===== config.mk =====
export PLATFORM = sky130hd
export DESIGN_NAME = rsParityEngine
export DESIGN_NICKNAME = d
export VERILOG_FILES = /design/src/rtl/rsEnginePkg.sv /design/src/rtl/rsCtrl.sv /design/src/rtl/rsDatapath.sv /design/src/rtl/rsParityEngine.sv
export SDC_FILE = /design/constraint.sdc
export NUM_CORES = 1
export LEC_CHECK = 0
export CAP_MARGIN = 30
export CORE_MARGIN = 2
export CORE_UTILIZATION = 50
export DETAILED_ROUTE_END_ITERATION = 16
export DONT_BUFFER_PORTS = 1
export PLACE_DENSITY = 0.74
export SLEW_MARGIN = 20
export SYNTH_ARGS = -nofsm -noshare
export SYNTH_HDL_FRONTEND = slang
export SYNTH_SLANG_ARGS = --single-unit

===== constraint.sdc =====
create_clock -name clk -period 9.3 [get_ports clk]
set_input_delay 0.93 -clock clk [delete_from_list [all_inputs] [get_ports clk]]
set_output_delay 0.93 -clock clk [all_outputs]
set_load 0.05 [all_outputs]

===== src/rtl/rsEnginePkg.sv =====
package rsEnginePkg;
  localparam int SymW      = 10;
  localparam int ParSyms   = 6;
  localparam int ParBytes  = 8;
  localparam int PackW     = ParBytes * 8;
  localparam int PadW      = PackW - SymW * ParSyms;
  localparam int FirstRoot = 0;
  localparam logic [SymW-1:0] ReduceMask = 10'h009; // x^10 = x^3 + 1
  localparam int ClrBit  = 7;
  localparam int GenBit  = 6;
  localparam int FeedBit = 5;
  localparam int ErrBit  = 7;

  typedef logic [SymW-1:0] symT;
  typedef symT [ParSyms-1:0] parVecT;

  typedef struct packed {
    logic       clear;
    logic       shiftData;
    logic       shiftPar;
    logic [2:0] parIdx;
    logic       lastPar;
  } ctlStrobeT;

  function automatic symT gfMul(symT a, symT b);
    symT acc;
    acc = '0;
    for (int i = SymW - 1; i >= 0; i--) begin
      acc = {acc[SymW-2:0], 1'b0} ^ (acc[SymW-1] ? ReduceMask : '0);
      if (b[i]) acc = acc ^ a;
    end
    return acc;
  endfunction

  function automatic symT gfAlphaPow(int e);
    symT v;
    v = symT'(1);
    for (int i = 0; i < e; i++) v = gfMul(v, symT'(2));
    return v;
  endfunction

  // Low six coefficients of the monic degree-6 generator
  function automatic parVecT genPoly();
    symT c [0:ParSyms];
    symT root;
    parVecT res;
    for (int j = 0; j <= ParSyms; j++) c[j] = '0;
    c[0] = symT'(1);
    for (int r = 0; r < ParSyms; r++) begin
      root = gfAlphaPow(FirstRoot + r);
      for (int j = ParSyms; j >= 1; j--) c[j] = c[j-1] ^ gfMul(c[j], root);
      c[0] = gfMul(c[0], root);
    end
    for (int j = 0; j < ParSyms; j++) res[j] = c[j];
    return res;
  endfunction

  function automatic logic [7:0] rev8(logic [7:0] v);
    logic [7:0] r;
    for (int i = 0; i < 8; i++) r[i] = v[7-i];
    return r;
  endfunction
endpackage


===== src/rtl/rsCtrl.sv =====
module rsCtrl
  import rsEnginePkg::*;
#(
  parameter int DataBytes = 512
) (
  input  logic       clk,
  input  logic       rstN,
  input  logic       ctlWrEn,
  input  logic [7:0] ctlWrData,
  input  logic       inValid,
  output ctlStrobeT  strobe
);
  localparam int TotalBytes = DataBytes + ParBytes;
  localparam int CntW = $clog2(TotalBytes + 1);

  logic feedEn;
  logic genMode;
  logic [CntW-1:0] byteCnt;
  logic clearReq;
  logic accept;
  logic inDataPhase;
  logic inParPhase;
  logic unusedCtlBits;

  assign unusedCtlBits = ^ctlWrData[4:0];
  assign clearReq    = ctlWrEn & ctlWrData[ClrBit];
  assign accept      = inValid & feedEn & ~clearReq;
  assign inDataPhase = byteCnt < CntW'(DataBytes);
  assign inParPhase  = ~genMode & ~inDataPhase & (byteCnt < CntW'(TotalBytes));

  always_comb begin
    strobe.clear     = clearReq;
    strobe.shiftData = accept & inDataPhase;
    strobe.shiftPar  = accept & inParPhase;
    strobe.parIdx    = 3'(byteCnt - CntW'(DataBytes));
    strobe.lastPar   = (3'(byteCnt - CntW'(DataBytes)) == 3'd7);
  end

  always_ff @(posedge clk or negedge rstN) begin
    if (!rstN) begin
      feedEn  <= 1'b0;
      genMode <= 1'b0;
    end else if (ctlWrEn) begin
      feedEn <= ctlWrData[FeedBit];
      if (ctlWrData[FeedBit]) genMode <= ctlWrData[GenBit];
    end
  end

  always_ff @(posedge clk or negedge rstN) begin
    if (!rstN) byteCnt <= '0;
    else if (clearReq) byteCnt <= '0;
    else if (strobe.shiftData | strobe.shiftPar) byteCnt <= byteCnt + 1'b1;
  end


  parity_only_read_chk: assert property (@(posedge clk) disable iff (!rstN)
    strobe.shiftPar |-> !genMode);


  cnt_bound_chk: assert property (@(posedge clk) disable iff (!rstN)
    byteCnt <= CntW'(TotalBytes));


  feed_off_hold_chk: assert property (@(posedge clk) disable iff (!rstN)
    (!feedEn && !clearReq) |=> $stable(byteCnt));
endmodule


===== src/rtl/rsDatapath.sv =====
module rsDatapath
  import rsEnginePkg::*;
(
  input  logic       clk,
  input  logic       rstN,
  input  ctlStrobeT  strobe,
  input  logic [7:0] inByte,
  input  logic       rdSel,
  input  logic [2:0] rdIdx,
  output logic [7:0] rdData,
  output logic       errFlag
);
  localparam parVecT GenCoef = genPoly();

  parVecT parState;
  parVecT nextState;
  parVecT tapProd;
  logic [7:0] prevPar;
  logic [7:0] parByte;
  symT dataSym;
  symT parSym;
  symT feedSym;
  symT feedBack;
  logic symReady;
  logic doStep;
  logic [PackW-1:0] packedBits;
  logic [7:0] selByte;

  assign parByte = ~inByte;
  assign dataSym = {{(SymW-8){1'b0}}, ~inByte};

  // Stored parity unpacking: each byte completes at most one symbol
  always_comb begin
    symReady = 1'b1;
    parSym   = '0;
    unique case (strobe.parIdx)
      3'd1: parSym = {parByte[1:0], prevPar};
      3'd2: parSym = {parByte[3:0], prevPar[7:2]};
      3'd3: parSym = {parByte[5:0], prevPar[7:4]};
      3'd4: parSym = {parByte, prevPar[7:6]};
      3'd6: parSym = {parByte[1:0], prevPar};
      3'd7: parSym = {parByte[3:0], prevPar[7:2]};
      default: symReady = 1'b0;
    endcase
  end

  assign feedSym  = strobe.shiftData ? dataSym : parSym;
  assign doStep   = strobe.shiftData | (strobe.shiftPar & symReady);
  assign feedBack = feedSym ^ parState[ParSyms-1];

  for (genvar j = 0; j < ParSyms; j++) begin : tapGen
    assign tapProd[j] = gfMul(feedBack, GenCoef[j]);
    if (j == 0) begin : lowTap
      assign nextState[j] = tapProd[j];
    end else begin : midTap
      assign nextState[j] = parState[j-1] ^ tapProd[j];
    end
  end

  always_ff @(posedge clk or negedge rstN) begin
    if (!rstN) begin
      parState <= '0;
      prevPar  <= '0;
      errFlag  <= 1'b0;
    end else if (strobe.clear) begin
      parState <= '0;
      prevPar  <= '0;
      errFlag  <= 1'b0;
    end else begin
      if (doStep) parState <= nextState;
      if (strobe.shiftPar) prevPar <= parByte;
      if (strobe.shiftPar && strobe.lastPar) errFlag <= |nextState;
    end
  end

  for (genvar k = 0; k < ParSyms; k++) begin : packGen
    assign packedBits[SymW*(ParSyms-1-k) +: SymW] = parState[k];
  end
  assign packedBits[PackW-1 -: PadW] = '0;

  assign selByte = packedBits[{rdIdx, 3'b000} +: 8];
  assign rdData  = rdSel ? rev8(selByte) : ~selByte;


  clear_zero_chk: assert property (@(posedge clk) disable iff (!rstN)
    strobe.clear |=> (parState == '0) && !errFlag);


  idle_hold_chk: assert property (@(posedge clk) disable iff (!rstN)
    !(strobe.clear || strobe.shiftData || strobe.shiftPar)
      |=> $stable(parState) && $stable(errFlag));


  flag_source_chk: assert property (@(posedge clk) disable iff (!rstN)
    $rose(errFlag) |-> $past(strobe.shiftPar && strobe.lastPar));
endmodule


===== src/rtl/rsParityEngine.sv =====
module rsParityEngine
  import rsEnginePkg::*;
#(
  parameter int DataBytes = 512
) (
  input  logic       clk,
  input  logic       rstN,
  input  logic       ctlWrEn,
  input  logic [7:0] ctlWrData,
  input  logic       inValid,
  input  logic [7:0] inByte,
  input  logic       rdSel,
  input  logic [2:0] rdIdx,
  output logic [7:0] rdData,
  output logic [7:0] chkStatus
);
  ctlStrobeT strobe;
  logic errFlag;

  rsCtrl #(.DataBytes(DataBytes)) uCtrl (
    .clk(clk), .rstN(rstN), .ctlWrEn(ctlWrEn), .ctlWrData(ctlWrData),
    .inValid(inValid), .strobe(strobe)
  );

  rsDatapath uPath (
    .clk(clk), .rstN(rstN), .strobe(strobe), .inByte(inByte),
    .rdSel(rdSel), .rdIdx(rdIdx), .rdData(rdData), .errFlag(errFlag)
  );

  always_comb begin
    chkStatus = '0;
    chkStatus[ErrBit] = errFlag;
  end
endmodule


==> results of run 1 <==
[synth_stat cells, drive strengths merged (5+ instances only)]
cell / number / area, um2
xnor2: 93 / 830
dfrtp: 81 / 2030
nand2: 67 / 251
o21ai: 60 / 300
xor2: 41 / 404
nor2: 26 / 97.6
a22o: 25 / 219
buf: 21 / 134
clkbuf: 21 / 78.8
nand3: 19 / 95.1
mux2i: 18 / 180
a21oi: 17 / 85.1
xnor3: 16 / 362
inv: 14 / 52.6
mux4: 12 / 270
or3: 9 / 56.3
nor4: 8 / 50.1
nand2b: 7 / 43.8
ha: 6 / 75.1
nor3: 6 / 46.3
o211ai: 6 / 45.0
o22ai: 6 / 37.5
and2: 5 / 31.3
mux2: 5 / 56.3
nand3b: 5 / 37.5
nand4: 5 / 31.3
nor2b: 5 / 31.3
o2111ai: 5 / 43.8
or2: 5 / 31.3
xor3: 5 / 119
[stage by stage]
step	hold WS, ns	worst slack (ns)
after floorplan	0.468	4.92
after global placement	0.492	3.59
after detailed placement	0.495	3.55
after CTS	0.274	3.88
after global routing	0.272	3.44
final	0.279	3.69
[state kept, by name, summed over array words and instances (netlist names)]
signal	flops
uPath.packedBits	60
uCtrl.byteCnt	10
uPath.prevPar	8
uCtrl.feedEn	1
uCtrl.genMode	1
uPath.errFlag	1
[area by class of cell]
type | instances | area (um2) | share of cell area
Clock buffer | 12 | 256 | 0.0368
Tap cell | 172 | 215 | 0.0308
Timing Repair Buffer | 13 | 95.1 | 0.0136
Inverter | 14 | 52.6 | 0.00753
Sequential cell | 81 | 2030 | 0.291
Multi-Input combinational cell | 536 | 4290 | 0.615
Clock inverter | 3 | 40.0 | 0.00574
[placed cells by master, fill, tap and decap left out, types with 5 or more instances in the layout]
cell type  instances
nand2b_1           7
nor2_1            26
xnor3_1           15
mux2_2             5
dfrtp_1           81
nor4_1             8
conb_1             7
xor2_1            38
a22o_1            25
o2111ai_1          5
buf_4             11
or2_2              5
a21oi_1           17
mux2i_1           18
nand4_1            5
o211ai_1           6
o22ai_1            6
nand3b_1           5
xnor2_1           91
xor3_1             5
inv_1             14
mux4_2            12
o21ai_0           55
nand2_1           67
and2_1             5
nand3_1           19
clkbuf_16          9
or3_1              9
nor2b_1            5
ha_1               6
[logic make-up after synthesis]
kind of cell / after synthesis
flip-flops: 81
multiplexers: 35
AO/OA/AOI/OAI: 157
AND/OR/NAND/NOR: 176
other: 1
XOR/XNOR: 155
adder cells (fa/ha/maj): 6
buffers and inverters: 56
[worst register-to-register path, stage by stage (launching register included)]
cell,delay [ns]
dfrtp_1,0.80
inv_1,0.15
ha_1,0.38
a32oi_1,0.22
o31ai_1,0.10
o22ai_1,0.37
xor2_4,0.32
xnor2_2,0.83
xnor3_1,0.56
xnor2_1,0.17
a2111oi_1,0.77
o2111ai_1,0.28
nor4_1,0.39
nor2_1,0.07
[routing by layer]
layer / global-route usage / wire, um / vias to the layer above
li1: - / - / 2370
met1: 0.365 / 7670 / 2628
met2: 0.422 / 8470 / 289
met3: 0.0608 / 1800 / 51
met4: 0.112 / 648 / 0
met5: 0 / 0 / -
[how the worst max path moves through the flow]
stage | from | to | slack [ns] | cells after the start
finish | ctlWrEn | uPath.errFlag | 3.69 | 11
global route | ctlWrEn | uPath.errFlag | 3.44 | 11
CTS | ctlWrEn | uPath.errFlag | 3.88 | 11
detailed placement | ctlWrEn | uPath.errFlag | 3.55 | 11
global placement | ctlWrEn | uPath.errFlag | 3.59 | 11
floorplan | ctlWrEn | uPath.errFlag | 4.92 | 13
==> results_dict.tcl, run 1 <==
set metrics [dict create \
    routed_wl_um 18600 \
    max_cap_violations 0 \
    ant_nets 0 \
    ios 40 \
    r2r_cells 13 \
    synthSimpleGateAreaFrac 0.134 \
    grt_max_degree 82 \
    dp_hpwl_um 13000 \
    core_um2 12700 \
    rsz0062_at_grt "no" \
    cts_resized 0 \
    fin_skew_ns 0.00549 \
    route.detailed.drc 0 \
    drv_slew 0 \
    start_util 0.514 \
    synthCells 667 \
    worst_hold_path_type "primary input to asynchronous set/reset pin" \
    instances_no_fill 831 \
    drtIter0Drc 678 \
    grt_use_total 0.271 \
    place_area_um2 6670 \
    path_cells "nand2_1 > nand3_1 > o22ai_1 > xor2_4 > xnor2_2 > xnor3_1 > xnor2_1 > a2111oi_1 > o2111ai_1 > nor4_1 > nor2_1" \
    cts_setup_buffers 0 \
    synthToLayoutAreaGrowth_pct 6.60 \
    crit_slowest_cell "xnor2_2" \
    period_share 0.603 \
    vias_per_cell 6.42 \
    ctsHoldBuffers 0 \
    die_h_um 118 \
    ys_seq_area_frac 0.310 \
    drt_pre_antenna_iters 6 \
    final_core_util 0.548 \
    crit_path_end_kind "flip-flop" \
    clock_path_buffers 2 \
    cts_buffers 9 \
    synth-xor-area-share 0.262 \
    fin_tns_setup_ns 0 \
    wl_per_cell_um 22.4 \
    layout-drive-gt1-share 0.0971 \
    setup_viol_count_final 0 \
    fmax_mhz 178 \
    synth_ff_type "dfrtp_1" \
    cts_root_buf "clkbuf_16" \
    critPathMaxStageDelay_ns 0.82 \
    synth_mux_area_frac 0.0774 \
    path_class "primary input to flip-flop" \
    port_buffers 0 \
    die_w_um 118 \
    cts.htree.levels 3 \
    yosys_warnings 0 \
    critPathTopFamily "XOR/XNOR gates" \
    synth_fa_ha_area_frac 0.0115 \
    clk-insertion-delay-late_ns 0.35 \
    worstPathRequired_ns 9.52 \
    row_count 41 \
    critPathMaxFanout 16 \
    die_area_um2 14000 \
    fillers 1120 \
    finalHoldViolations 0 \
    antenna_found_initial 0 \
    clock_sinks 81 \
    antenna_cells 0 \
    fin_crit_ns 5.61 \
    outcome "completed" \
    slew_headroom 0.301 \
    r2r_slack_ns 3.79 \
    final_cell_area_um2 6980 \
    vias 5338 \
    arrival_ns 5.83 \
    synth_compound_area_frac 0.165 \
    grt_pass1_wl_um 29100 \
    cts_tree "yes" \
    yosys.cell_types.count 65 \
    r2r_end "uPath.errFlag" \
    dp.cells 815 \
    synth-async-reset-ratio 1.00 \
    netlist_area_um2 6550 \
    synth-edff-count 0 \
    ys_ff_latch 81 \
    overflow 0 \
    path_buf_inv 0 \
    clkTransAtPathRegs_ns 0.06 \
    synth_top_family_by_area "XOR/XNOR gates" \
    routabilityCongestion 0.997 \
    nets 685 \
    worstSetupStartpointType "primary input" \
    r2r_start "uCtrl.byteCnt[2]" \
    grt_pass1_vias 5108 \
    tightest_slew_ns 1.05 \
    synth.avg_cell_area_um2 9.81 \
]
Power of run 1 is not shown: default switching activity piles up to over one toggle a cycle in this logic, so the estimate is an artifact.
==> inputs of run 2 (changes only) <==
ABC_AREA = 1   (was default)
clock period = 5.39 ns   (was 9.3 ns; I/O delays follow)
==> run 2 against run 1 <==
Compared with the run above: first-iteration DRC count rose by 54%; flip-flop and latch count unchanged; critical path depth increased by 11; die area is 13% higher; design area is 12% higher; clock-buffer cell count fell by 2; synthesized cell count increased by 86%.
==> results_dict.tcl, run 2 <==
set metrics [dict create \
    critPathTopFamily "simple AND/OR/NAND/NOR gates" \
    synth_common_cells "505 x nand2_1, 136 x inv_1, 130 x nand3_1" \
    setup_ws_ns 1.14 \
    outcome "completed" \
    tightest_slew_ns 0.969 \
    crit_slowest_cell "dfrtp_1" \
    clock_power_share 0.107 \
    grt_pass1_vias 7566 \
    max_cap_violations 0 \
    synth-async-reset-ratio 1.00 \
    nets 1252 \
    critPathMaxFanout 12 \
    worstPathRequired_ns 5.63 \
    final_common_cell "nand2_1" \
    synth-edff-count 0 \
    netlist_area_um2 7440 \
    place_area_um2 7450 \
    synth_top_area_frac 0.273 \
    clock_path_buffers 2 \
    ys_top_cells_by_area "dfrtp_1 27%, nand2_1 25%, nand3_1 8.7%" \
    start_util 0.512 \
    antenna_found_initial 0 \
    critPathMaxStageDelay_ns 0.67 \
    synth_most_common_cell "nand2_1" \
    vias_per_cell 5.90 \
    cp_common_cell "nand2_1" \
    p_leak_uw 0.00418 \
    yosys.cell_types.count 36 \
    routabilityCongestion 1.05 \
    instances_no_fill 1411 \
    dp_hpwl_um 20900 \
    ios 40 \
    power_frac_comb 0.740 \
    clk-insertion-delay-late_ns 0.36 \
    drt_pre_antenna_iters 9 \
    ys_ff_latch 81 \
    route.detailed.drc 0 \
    final_cell_area_um2 7790 \
    slew_headroom 0.353 \
    powerDensity_nw_per_um2 792 \
    cts_resized 0 \
    cts.htree.levels 3 \
    setup_viol_count_final 0 \
    path_class "flip-flop to flip-flop" \
    ant_nets 0 \
    cts_buffers 9 \
    synth.avg_cell_area_um2 5.99 \
    largest_reg_flops 60 \
    final_core_util 0.536 \
    cts_setup_buffers 0 \
    p_switching_uw 3800 \
    row_count 44 \
    core_um2 14500 \
    final_cell_mix "504 x nand2_1, 136 x inv_1, 130 x nand3_1" \
    drtIter0Drc 1045 \
    fin_tns_setup_ns 0 \
    seq_power_share 0.153 \
    ys_seq_area_frac 0.273 \
    grt_max_degree 82 \
    worstSetupStartpointType "flip-flop" \
    overflow 0 \
    ctsHoldBuffers 1 \
    clkTransAtPathRegs_ns 0.06 \
    cts_root_buf "clkbuf_16" \
    die_w_um 126 \
    antenna_cells 0 \
    finalHoldViolations 0 \
    path_cells "inv_8 > ha_1 > inv_1 > nor2_1 > nor2_1 > nand3_2 > nand2_1 > nand2_1 > nand2_1 > nand2_1 > nand2_2 > nand2_1 > nand2_2 > nand2_2 > nand3_2 > nand2_2 > xnor2_1 > nand2_1 > nor2_1 > nand2_1 > nor2_1 > nor2_1" \
    fmax_mhz 235 \
    vias 8320 \
    path_buf_inv 2 \
    synthToLayoutAreaGrowth_pct 4.73 \
    port_buffers 0 \
    die_area_um2 15900 \
    fin_skew_ns 0.0102 \
    p_sw_frac 0.617 \
    internal_power_uw 2360 \
    cts_tree "yes" \
    fillers 1551 \
    arrival_ns 4.49 \
    rsz0062_at_grt "no" \
    yosys_warnings 0 \
    ir_drop_mv 0.341 \
    worst_hold_path_type "primary input to asynchronous set/reset pin" \
    drv_slew 0 \
    synth_largest_area_cell "dfrtp_1" \
    crit_path_end_kind "flip-flop" \
    layout-drive-gt1-share 0.0864 \
    period_share 0.788 \
    wl_per_cell_um 20.3 \
    grt_use_total 0.363 \
    synth_ff_type "dfrtp_1" \
    grt_pass1_wl_um 43700 \
    routed_wl_um 28700 \
    place_ws_ns 1.33 \
    die_h_um 126 \
    clock_sinks 81 \
    fin_crit_ns 4.25 \
    dp.cells 1394 \
    synthCells 1242 \
]
run 2: cell types whose count changed after synthesis, sizes merged, moves of 24 or more:
cell	change
a22o	-24
inv	+129
nand2	+504
nand3	+117
nor2	+38
o22ai	+35
xnor2	-90
xor2	-27
run 2: path summary, 6_finish.rpt:
| kind | from | endpoint | slack [ns] | cells past startpoint |
|---|---|---|---|---|
| worst max-delay path | uCtrl.byteCnt[2] | uPath.errFlag | 1.14 | 22 |
| max in group asynchronous | rstN | uPath.packedBits[56] | 4.94 | 1 |
| worst min register to register | uPath.prevPar[1] | uPath.prevPar[1] | 0.51 | 2 |
| worst min-delay path | rstN | uPath.prevPar[2] | 0.08 | 1 |
| min in group clk | inByte[4] | uPath.prevPar[4] | 0.28 | 1 |
| worst max register to register | uCtrl.byteCnt[2] | uPath.errFlag | 1.14 | 22 |
run 2: power groups by stage:
stage	Combinational, uW	Sequential, uW	Clock, uW
6_report	4560	942	663
5_1_grt	4930	960	683
4_1_cts	4370	932	662
3_5_place_dp	4340	943	0
3_3_place_gp	4300	941	0
2_1_floorplan	3110	892	0
run 2: metal layers:
layer  wire length, um  global-route usage
met1             11600               0.499
met5                 0                   0
met2             11800               0.515
met3              3800               0.101
met4              1550               0.202
run 2: cells by family after synthesis:
kind of cell / share of synthesized area
AO/OA/AOI/OAI: 0.120
multiplexers: 0.00151
other: 0.000504
adder cells (fa/ha/maj): 0.0101
AND/OR/NAND/NOR: 0.464
XOR/XNOR: 0.0200
flip-flops: 0.273
buffers and inverters: 0.111
run 2: per-stage QoR:
step,hold slack (ns),power (uW)
finish,0.0782,6170
global route,0.116,6580
CTS,0.110,5960
detailed placement,0.245,5280
global placement,0.245,5240
floorplan,0.243,4010
run 2: area by class of cell:
cell class / instances / area, um2 / area share
Clock buffer: 10 / 239 / 0.0307
Clock inverter: 6 / 67.6 / 0.00867
Inverter: 145 / 552 / 0.0708
Multi-Input combinational cell: 979 / 4610 / 0.592
Sequential cell: 81 / 2030 / 0.260
Tap cell: 184 / 230 / 0.0296
Timing Repair Buffer: 6 / 65.1 / 0.00835
(Power assumes the default switching activity.)
==> inputs of run 3 (changes only) <==
clock period = 4.05 ns   (was 5.39 ns; I/O delays follow)
==> run 3 against run 2 <==
Compared with the run above: sequential power up 33%; largest power group unchanged; final cell count up 0.99%; design area up 1.3%; worst setup slack worse by 0.94 ns; worst hold slack better by 0.062 ns; critical path depth up 2; clock-buffer cell count down 1; non-clock buffer count up 14; register-to-register slack worse by 0.94 ns; routed wire length down 4.7%.
==> results_dict.tcl, run 3 (same netlist as run 2, synthesis figures left out) <==
set metrics [dict create \
    final-seq-area_um2 2030 \
    ir_drop_mv 0.408 \
    p_sw_frac 0.607 \
    clock_sinks 81 \
    slew_headroom 0.328 \
    clkTransAtPathRegs_ns 0.08 \
    die_w_um 126 \
    grt_max_degree 82 \
    ant_nets 0 \
    clock_power_share 0.108 \
    grt_pass1_wl_um 41200 \
    worst_hold_path_type "primary input to flip-flop" \
    outcome "completed" \
    instances_no_fill 1425 \
    vias 8451 \
    power_frac_comb 0.739 \
    p_switching_uw 4970 \
    port_buffers 0 \
    overflow 0 \
    internal_power_uw 3220 \
    antenna_found_initial 0 \
    tightest_slew_ns 1.00 \
    die_h_um 126 \
    fmax_mhz 260 \
    period_share 0.949 \
    cts.htree.levels 3 \
    nets 1266 \
    cts_resized 0 \
    layout-drive-gt1-share 0.0959 \
    routed_wl_um 27400 \
    core_um2 14500 \
    seq_power_share 0.153 \
    cts_tree "yes" \
    worstPathRequired_ns 4.30 \
    crit_path_end_kind "flip-flop" \
    finalHoldViolations 0 \
    grt_use_total 0.341 \
    worstSetupStartpointType "flip-flop" \
    min_path_cells 1 \
    route.detailed.drc 0 \
    row_count 44 \
    wl_per_cell_um 19.2 \
    rsz0062_at_grt "no" \
    grt_pass1_vias 7426 \
    dp_hpwl_um 20200 \
    start_util 0.512 \
    final_common_cell "nand2_1" \
    path_class "flip-flop to flip-flop" \
    fin_skew_ns 0.0110 \
    fin_crit_ns 3.84 \
    arrival_ns 4.10 \
    antenna_cells 0 \
    cts_buffers 9 \
    place_ws_ns 0.356 \
    fin_tns_setup_ns 0 \
    setup_viol_count_final 0 \
    clock_path_buffers 2 \
    vias_per_cell 5.93 \
    final_core_util 0.543 \
    critPathMaxFanout 7 \
    largest_reg_flops 60 \
    drtIter0Drc 1083 \
    clk-insertion-delay-late_ns 0.36 \
    dp.cells 1407 \
    r2r_cells 24 \
    max_cap_violations 0 \
    final_cell_mix "504 x nand2_1, 136 x inv_1, 130 x nand3_1" \
    drt_pre_antenna_iters 6 \
    cts_root_buf "clkbuf_16" \
    synthToLayoutAreaGrowth_pct 6.11 \
    p_leak_uw 0.00425 \
    powerDensity_nw_per_um2 1040 \
    drv_slew 0 \
    multi_input_area_um2 4610 \
    routabilityCongestion 1.07 \
    setup_ws_ns 0.206 \
    fillers 1509 \
    ios 40 \
    die_area_um2 15900 \
]
run 3: power by group through the flow:
stage          Combinational, uW  Sequential [uW]  Clock [uW]
6_report                    6050             1250         885
5_1_grt                     6540             1270         914
4_1_cts                     5790             1240         880
3_5_place_dp                5740             1250           0
3_3_place_gp                5690             1250           0
2_1_floorplan               4140             1190           0
run 3: metal layers:
layer | global-route usage | vias up | routed length (um)
met5 | 0 | - | 0
met4 | 0.198 | 0 | 1600
met3 | 0.0888 | 127 | 3350
met2 | 0.501 | 545 | 11400
met1 | 0.455 | 3839 | 11000
li1 | - | 3940 | -
run 3: final timing paths:
| path | start | end | slack, ns |
|---|---|---|---|
| min | inByte[4] | uPath.prevPar[4] | 0.14 |
| max in group asynchronous | rstN | uPath.packedBits[17] | 3.06 |
| max | uCtrl.byteCnt[0] | uPath.errFlag | 0.21 |
| min reg2reg | uPath.prevPar[1] | uPath.prevPar[1] | 0.49 |
| max reg2reg | uCtrl.byteCnt[0] | uPath.errFlag | 0.21 |
| min in group asynchronous | rstN | uPath.prevPar[4] | 0.60 |
run 3: final cells by class:
class | instances | share of cell area
clock buffers | 9 | 0.0285
multi-input cells | 979 | 0.584
clock inverters | 7 | 0.00967
flip-flops and latches | 81 | 0.257
well taps | 184 | 0.0292
repair buffers | 20 | 0.0219
inverters | 145 | 0.0699
run 3: timing repair:
action,in CTS,in global routing
setup buffers,0,0
hold buffers,2,0
endpoints found under the hold margin,81,0
run 3: stage by stage:
stage | power, uW | hold WS, ns | area (um2)
4_1_cts | 7910 | 0.142 | 7890
3_5_place_dp | 7000 | 0.111 | 7550
6_report | 8190 | 0.140 | 7890
5_1_grt | 8730 | 0.139 | 7890
2_1_floorplan | 5330 | 0.109 | 7460
3_3_place_gp | 6940 | 0.112 | 7550
run 3: critical path, stage by stage (launching register included):
cell     delay (ns)
dfrtp_1        0.46
ha_1           0.30
ha_1           0.29
inv_1          0.17
nor2_1         0.06
nor2_1         0.14
nand3_2        0.10
nand2_1        0.09
nand2_1        0.06
nand2_1        0.23
nand2_1        0.20
nand2_2        0.14
nand2_1        0.09
nand2_2        0.18
nand2_2        0.15
nand3_1        0.10
nand2_1        0.06
inv_1          0.14
nand2_1        0.08
nor2_1         0.16
nand2_1        0.07
nor2_1         0.08
nand2_1        0.07
nor2_1         0.24
nor2_1         0.07
